--- config.mk ---
export PLATFORM = sky130hd
export DESIGN_NAME = stmn_byte_interleaver
export DESIGN_NICKNAME = d
export VERILOG_FILES = /design/src/rtl/stmn_pkg.sv /design/src/rtl/stmn_phase_ctr.sv /design/src/rtl/stmn_tx_interleave.sv /design/src/rtl/stmn_rx_deinterleave.sv /design/src/rtl/stmn_byte_interleaver.sv
export SDC_FILE = /design/constraint.sdc
export NUM_CORES = 1
export LEC_CHECK = 0
export ABC_AREA = 1
export BUFFER_PORTS_ARGS = -buffer_cell sky130_fd_sc_hd__buf_2
export CELL_PAD_IN_SITES_DETAIL_PLACEMENT = 1
export CELL_PAD_IN_SITES_GLOBAL_PLACEMENT = 1
export CORE_MARGIN = 4
export CORE_UTILIZATION = 43
export DETAILED_ROUTE_END_ITERATION = 10
export HOLD_SLACK_MARGIN = 0.02
export PLACE_DENSITY = 0.9
export SYNTH_ARGS = -nofsm -noshare
export SYNTH_HDL_FRONTEND = slang
export SYNTH_SLANG_ARGS = --single-unit
--- constraint.sdc ---
create_clock -name clk -period 5.92 [get_ports clk]
set_input_delay 1.184 -clock clk [delete_from_list [all_inputs] [get_ports clk]]
set_output_delay 1.184 -clock clk [all_outputs]
set_load 0.005 [all_outputs]
--- src/rtl/stmn_pkg.sv ---
package stmn_pkg;

   // Mode code to log2 of the multiplicity, saturating at the largest supported value.
   function automatic int unsigned mode_to_log(input int unsigned code, input int unsigned max_log);
      return (code > max_log) ? max_log : code;
   endfunction

   // Number of active tributaries for a given log2 multiplicity.
   function automatic int unsigned log_to_count(input int unsigned log_n);
      return 32'd1 << log_n;
   endfunction

   // Wrap mask of the interleave phase for a given log2 multiplicity.
   function automatic int unsigned log_to_mask(input int unsigned log_n);
      return (32'd1 << log_n) - 32'd1;
   endfunction

endpackage

--- src/rtl/stmn_phase_ctr.sv ---
// Interleave phase counter whose modulus (a power of two) is reloaded only on restart.
module stmn_phase_ctr
   import stmn_pkg::*;
#(
   parameter int unsigned PH_W  = 4,
   parameter int unsigned LOG_W = 3
) (
   input  logic             clk,
   input  logic             rst_n,
   input  logic             restart,
   input  logic [LOG_W-1:0] log_new,
   output logic [PH_W-1:0]  phase_q,
   output logic [PH_W-1:0]  phase_now,
   output logic [LOG_W-1:0] log_now
);

   logic [LOG_W-1:0] log_q;
   logic [PH_W-1:0]  wrap_mask;
   logic [PH_W-1:0]  phase_next;

   always_comb begin
      log_now    = restart ? log_new : log_q;
      phase_now  = restart ? '0 : phase_q;
      wrap_mask  = PH_W'(log_to_mask(32'(log_now)));
      phase_next = (phase_now + PH_W'(1)) & wrap_mask;
   end

   always_ff @(posedge clk or negedge rst_n) begin
      if (!rst_n) begin
         log_q   <= '0;
         phase_q <= '0;
      end else begin
         log_q   <= log_now;
         phase_q <= phase_next;
      end
   end

endmodule

--- src/rtl/stmn_tx_interleave.sv ---
// Transmit side: per-tributary holding stages read out in ascending phase order.
module stmn_tx_interleave
   import stmn_pkg::*;
#(
   parameter int unsigned NUM_TRIB  = 16,
   parameter int unsigned BYTE_W    = 8,
   parameter int unsigned PH_W      = 4,
   parameter int unsigned LOG_W     = 3,
   parameter int unsigned MUX_STYLE = 0
) (
   input  logic                       clk,
   input  logic                       rst_n,
   input  logic [LOG_W-1:0]           log_sel,
   input  logic [NUM_TRIB*BYTE_W-1:0] trib_data,
   input  logic [NUM_TRIB-1:0]        trib_en,
   input  logic [NUM_TRIB-1:0]        trib_fs,
   output logic [BYTE_W-1:0]          agg_data,
   output logic                       agg_fs
);

   logic [NUM_TRIB-1:0][BYTE_W-1:0] hold_q;
   logic [NUM_TRIB-1:0]             pend_q;
   logic [NUM_TRIB-1:0]             need_mask;
   logic [NUM_TRIB-1:0]             marks_ok;
   logic                            frame_go;
   logic [PH_W-1:0]                 phase_q;
   logic [PH_W-1:0]                 phase_now;
   logic [LOG_W-1:0]                log_now;
   logic [BYTE_W-1:0]               pick_byte;

   // Tributaries that must carry a marker under the mode presented now.
   always_comb begin
      for (int i = 0; i < NUM_TRIB; i++) begin
         need_mask[i] = (32'(i) < log_to_count(32'(log_sel)));
      end
      marks_ok = pend_q | ~need_mask;
      frame_go = (phase_q == '0) && (&marks_ok);
   end

   stmn_phase_ctr #(
      .PH_W  (PH_W),
      .LOG_W (LOG_W)
   ) u_phase (
      .clk       (clk),
      .rst_n     (rst_n),
      .restart   (frame_go),
      .log_new   (log_sel),
      .phase_q   (phase_q),
      .phase_now (phase_now),
      .log_now   (log_now)
   );

   generate
      if (MUX_STYLE == 0) begin : g_index_mux
         assign pick_byte = hold_q[phase_now];
      end else begin : g_andor_mux
         always_comb begin
            pick_byte = '0;
            for (int i = 0; i < NUM_TRIB; i++) begin
               pick_byte = pick_byte | (hold_q[i] & {BYTE_W{phase_now == PH_W'(i)}});
            end
         end
      end
   endgenerate

   always_ff @(posedge clk or negedge rst_n) begin
      if (!rst_n) begin
         hold_q   <= '0;
         pend_q   <= '0;
         agg_data <= '0;
         agg_fs   <= 1'b0;
      end else begin
         agg_data <= pick_byte;
         agg_fs   <= frame_go;
         for (int i = 0; i < NUM_TRIB; i++) begin
            if (trib_en[i]) begin
               hold_q[i] <= trib_data[i*BYTE_W +: BYTE_W];
               pend_q[i] <= trib_fs[i];
            end else if (frame_go) begin
               pend_q[i] <= 1'b0;
            end
         end
      end
   end

endmodule

--- src/rtl/stmn_rx_deinterleave.sv ---
// Receive side: steers each aggregate byte to one tributary with a valid pulse.
module stmn_rx_deinterleave
   import stmn_pkg::*;
#(
   parameter int unsigned NUM_TRIB = 16,
   parameter int unsigned BYTE_W   = 8,
   parameter int unsigned PH_W     = 4,
   parameter int unsigned LOG_W    = 3
) (
   input  logic                       clk,
   input  logic                       rst_n,
   input  logic [LOG_W-1:0]           log_sel,
   input  logic [BYTE_W-1:0]          agg_data,
   input  logic                       agg_fs,
   output logic [NUM_TRIB*BYTE_W-1:0] trib_data,
   output logic [NUM_TRIB-1:0]        trib_valid
);

   logic [PH_W-1:0]     phase_q;
   logic [PH_W-1:0]     dest;
   logic [LOG_W-1:0]    log_now;
   logic [NUM_TRIB-1:0] live_mask;
   logic [NUM_TRIB-1:0] hit;

   stmn_phase_ctr #(
      .PH_W  (PH_W),
      .LOG_W (LOG_W)
   ) u_phase (
      .clk       (clk),
      .rst_n     (rst_n),
      .restart   (agg_fs),
      .log_new   (log_sel),
      .phase_q   (phase_q),
      .phase_now (dest),
      .log_now   (log_now)
   );

   always_comb begin
      for (int t = 0; t < NUM_TRIB; t++) begin
         live_mask[t] = (32'(t) < log_to_count(32'(log_now)));
         hit[t]       = live_mask[t] && (dest == PH_W'(t));
      end
   end

   always_ff @(posedge clk or negedge rst_n) begin
      if (!rst_n) begin
         trib_data  <= '0;
         trib_valid <= '0;
      end else begin
         for (int t = 0; t < NUM_TRIB; t++) begin
            trib_valid[t] <= hit[t];
            if (!live_mask[t]) begin
               trib_data[t*BYTE_W +: BYTE_W] <= '0;
            end else if (hit[t]) begin
               trib_data[t*BYTE_W +: BYTE_W] <= agg_data;
            end
         end
      end
   end

endmodule

--- src/rtl/stmn_byte_interleaver.sv ---
// Top: shared mode decode feeding the transmit interleaver and receive splitter.
module stmn_byte_interleaver
   import stmn_pkg::*;
#(
   parameter int unsigned NUM_TRIB  = 16,
   parameter int unsigned BYTE_W    = 8,
   parameter int unsigned MUX_STYLE = 0,
   localparam int unsigned LOG_TRIB = $clog2(NUM_TRIB),
   localparam int unsigned MODE_W   = $clog2(LOG_TRIB + 1)
) (
   input  logic                       clk,
   input  logic                       rst_n,
   input  logic [MODE_W-1:0]          mode_sel,
   input  logic [NUM_TRIB*BYTE_W-1:0] tx_trib_data,
   input  logic [NUM_TRIB-1:0]        tx_trib_en,
   input  logic [NUM_TRIB-1:0]        tx_trib_fs,
   output logic [BYTE_W-1:0]          tx_agg_data,
   output logic                       tx_agg_fs,
   input  logic [BYTE_W-1:0]          rx_agg_data,
   input  logic                       rx_agg_fs,
   output logic [NUM_TRIB*BYTE_W-1:0] rx_trib_data,
   output logic [NUM_TRIB-1:0]        rx_trib_valid
);

   generate
      if (NUM_TRIB < 2 || (32'd1 << LOG_TRIB) != NUM_TRIB) begin : g_bad_count
         $error("NUM_TRIB must be a power of two of at least 2");
      end
      if (BYTE_W < 1) begin : g_bad_width
         $error("BYTE_W must be at least 1");
      end
      if (MUX_STYLE > 1) begin : g_bad_style
         $error("MUX_STYLE must be 0 or 1");
      end
   endgenerate

   logic [MODE_W-1:0] log_sel;

   assign log_sel = MODE_W'(mode_to_log(32'(mode_sel), LOG_TRIB));

   stmn_tx_interleave #(
      .NUM_TRIB  (NUM_TRIB),
      .BYTE_W    (BYTE_W),
      .PH_W      (LOG_TRIB),
      .LOG_W     (MODE_W),
      .MUX_STYLE (MUX_STYLE)
   ) u_tx (
      .clk       (clk),
      .rst_n     (rst_n),
      .log_sel   (log_sel),
      .trib_data (tx_trib_data),
      .trib_en   (tx_trib_en),
      .trib_fs   (tx_trib_fs),
      .agg_data  (tx_agg_data),
      .agg_fs    (tx_agg_fs)
   );

   stmn_rx_deinterleave #(
      .NUM_TRIB (NUM_TRIB),
      .BYTE_W   (BYTE_W),
      .PH_W     (LOG_TRIB),
      .LOG_W    (MODE_W)
   ) u_rx (
      .clk        (clk),
      .rst_n      (rst_n),
      .log_sel    (log_sel),
      .agg_data   (rx_agg_data),
      .agg_fs     (rx_agg_fs),
      .trib_data  (rx_trib_data),
      .trib_valid (rx_trib_valid)
   );

endmodule

==> results by group <==
Worst setup path
  • Worst-path fanout max: 52
  • Setup crit end kind: flip-flop
  • Worst R2R Setup Slack: 2.81 ns
  • Type of the worst setup path: input pin to flip-flop
  • Crit path arrival time: 4.09 ns
  • Nature of the critical path startpoint: input pin
  • Required @ worst endpoint: 6.37 ns

Synthesis
  • Gate Count Post-Synth: 1413
  • Synth area leaders: dfrtp_1 59%, nand2_1 7.7%, o21ai_0 7.3%, inv_1 5.7%, nand3_1 3.3%
  • Register area share after synthesis: 0.593
  • Syn_nets: 1595
  • Ys Warns: 0
  • Synth cell types: 38
  • Synthesized cell area: 0.0131 mm2
  • Largest area contributor in the netlist: dfrtp_1
  • Synth top area share: 0.593
  • Post-synthesis register bit count: 311
  • Synth Area per Inst: 9.30 um2

Clock tree
  • Clock Path Buffers: 3
  • Cts hold-fix bufs: 0
  • CTS tree: done
  • Num CTS Buffers: 36
  • Post-CTS setup buffers: 0
  • H-tree Lvls: 2
  • Reg clk slew, reported paths: 0.06 ns
  • Clock root buffer: clkbuf_16
  • TritonCTS Sinks: 311
  • Worst skew pair latency: 0.51 ns
  • CTS resizes: 0

Global route
  • Initial antenna violation count: 1
  • Total GRT Usage: 0.268
  • Pin count of the biggest net entering global routing: 123
  • Vias in the first global route: 12754
  • First-pass GRT wire length: 71500 um
  • GR Overflow Total: 0

Finish
  • Most common cell after layout, fill and taps aside: buf_2
  • Fin nets: 1901
  • Share of post-route cells with drive strength above 1: 0.264
  • Synth-to-Final Area Change: 23.8%
  • Final Util: 0.544
  • Most frequent cells in the layout: 325 x buf_2, 310 x dfrtp_1, 270 x nand2_1
  • # fillers: 3530

Floorplanning
  • Core ar.: 0.0299 mm2
  • Starting Density: 0.440
  • Die Wd: 183 um
  • Die Area: 0.0334 mm2
  • Die Ht: 183 um
  • I/O pins: 327
  • Num rows: 63

Pwr
  • Leakage power: 8.51 nW
  • Power Density: 351 mW/mm2
  • Max rail drop VDD: 0.000223 V

Timing
  • Fin Setup TNS: 0 ns
  • Final Hold Viols: 0
  • FMAX: 0.275 GHz
  • Fin. max-slew vios: 0
  • Relative slew slack: 0.315
  • RSZ-0062 raised after global routing: false
  • Tcrit/Tclk final: 0.614
  • Period minus WS final: 3.64 ns
  • # setup viols final: 0
  • Fin Clk Skew: 0.0144 ns
  • Worst-Margin Slew: 1.03 ns

Job
  • Maxcap violations: 0

Placement
  • GPL Wtd Cong: 0.859
  • Post-detail-place hpwl: 31400 um
  • Number of port buffers: 326

Hold path
  • HP Class: flip-flop to flip-flop

Routing
  • DR WL/cell: 21.4 um
  • Via count: 11682
  • Detailed-route wire length: 45600 um
  • Drt drc: 0
  • Drt first-iter violations: 878
  • First-pass iteration count of the detailed router: 7
  • Routed vias/inst: 5.47
  • Final ANT Viol Nets: 0

Outcome
  • Status: completed
[final timing paths]
| kind | from | end | depth (start not counted) |
|---|---|---|---|
| min reg2reg | u_tx.hold_q[97]$_DFFE_PN0P_ | u_tx.hold_q[97]$_DFFE_PN0P_ | 2 |
| max | rx_agg_fs | u_rx.trib_data[35]$_DFFE_PN0P_ | 13 |
| min in group asynchronous | rst_n | u_tx.hold_q[59]$_DFFE_PN0P_ | 1 |
| max in group asynchronous | rst_n | u_rx.trib_data[63]$_DFFE_PN0P_ | 2 |
| min | u_tx.hold_q[97]$_DFFE_PN0P_ | u_tx.hold_q[97]$_DFFE_PN0P_ | 2 |
| max reg2reg | u_tx.u_phase.phase_q[1]$_DFF_PN0_ | u_tx.u_phase.phase_q[2]$_DFF_PN0_ | 13 |
[registers in the layout (all words and copies together) (netlist names)]
register / flops
u_tx.u_phase.phase_q: 4
u_rx.trib_data: 128
u_tx.agg_data: 8
u_tx.agg_fs: 1
u_tx.hold_q: 128
u_rx.trib_valid: 16
u_rx.u_phase.log_q: 3
u_tx.u_phase.log_q: 3
u_rx.u_phase.phase_q: 4
u_tx.pend_q: 16
[metrics by stage]
stage                     power [mW]  hold WS [ns]  cell area (um2)  setup slack (ns)  instances
final                           5.70         0.472            16300              2.28       2135
after global routing            5.95         0.495            16300              2.08       2135
after CTS                       5.74         0.469            16300              2.32       2134
after detailed placement        3.41         0.454            15000              1.84       2071
after global placement          3.36         0.447            15000              2.09       2071
after floorplan                 2.96         0.436            13100              3.00       1413
[routing by layer]
layer	vias up	track usage	routed length, um
li1	5236	-	-
met4	0	0.0778	1150
met2	474	0.474	23400
met1	5880	0.337	17900
met5	-	0	0
met3	92	0.0514	3160
[power breakdown]
part / switching (mW) / total (mW) / leakage, nW / internal (mW)
clock network: 0.891 / 2.30 / 0.599 / 1.41
logic: 0.647 / 0.965 / 3.91 / 0.318
registers: 0.133 / 2.43 / 4.00 / 2.30
[cells in the mapped netlist, drive strengths merged]
cell	number
a211oi	13
a21oi	38
a22o	8
a311oi	1
a31oi	1
a32oi	2
buf	14
clkbuf	50
clkinv	2
dfrtp	311
ha	8
inv	210
mux2	22
nand2	282
nand3	87
nand4	5
nor2	60
nor3	2
o211ai	1
o21a	1
o21ai	215
o22ai	64
o31ai	13
xor2	3
[logic make-up (layout without fill, tap and decap cells)]
logic type,count (synthesis),after routing,share of synthesized area
adders and majority gates,8,8,0.00762
other,0,1,0
xor gates and xnor gates,3,3,0.00200
and+or+nand+nor,436,436,0.141
muxes,22,22,0.0189
buffers and inverters,276,607,0.0821
AOI/OAI and AO/OA,357,357,0.156
DFF,311,311,0.593
[critical path, cell delays in order]
cell and delay [ns]:
buf_2 0.19, o21ai_4 0.50, inv_4 0.36, nor2_4 0.29
inv_2 0.14, nor2_1 0.20, inv_1 0.07, ha_1 0.30
a21oi_4 0.34, inv_2 0.08, nor2_4 0.20, nand2_1 0.09
nand2_1 0.07
[layout make-up]
class	count	area, um2	share of cell area
antenna	1	2.50	0.000154
clock buffer	53	1060	0.0649
clock inverter	10	161	0.00992
inverter	212	800	0.0492
multi-input combinational	826	4270	0.263
sequential	311	7780	0.479
tap	390	488	0.0300
timing repair buffer	332	1700	0.104
Power figures use the tool's default switching activity.
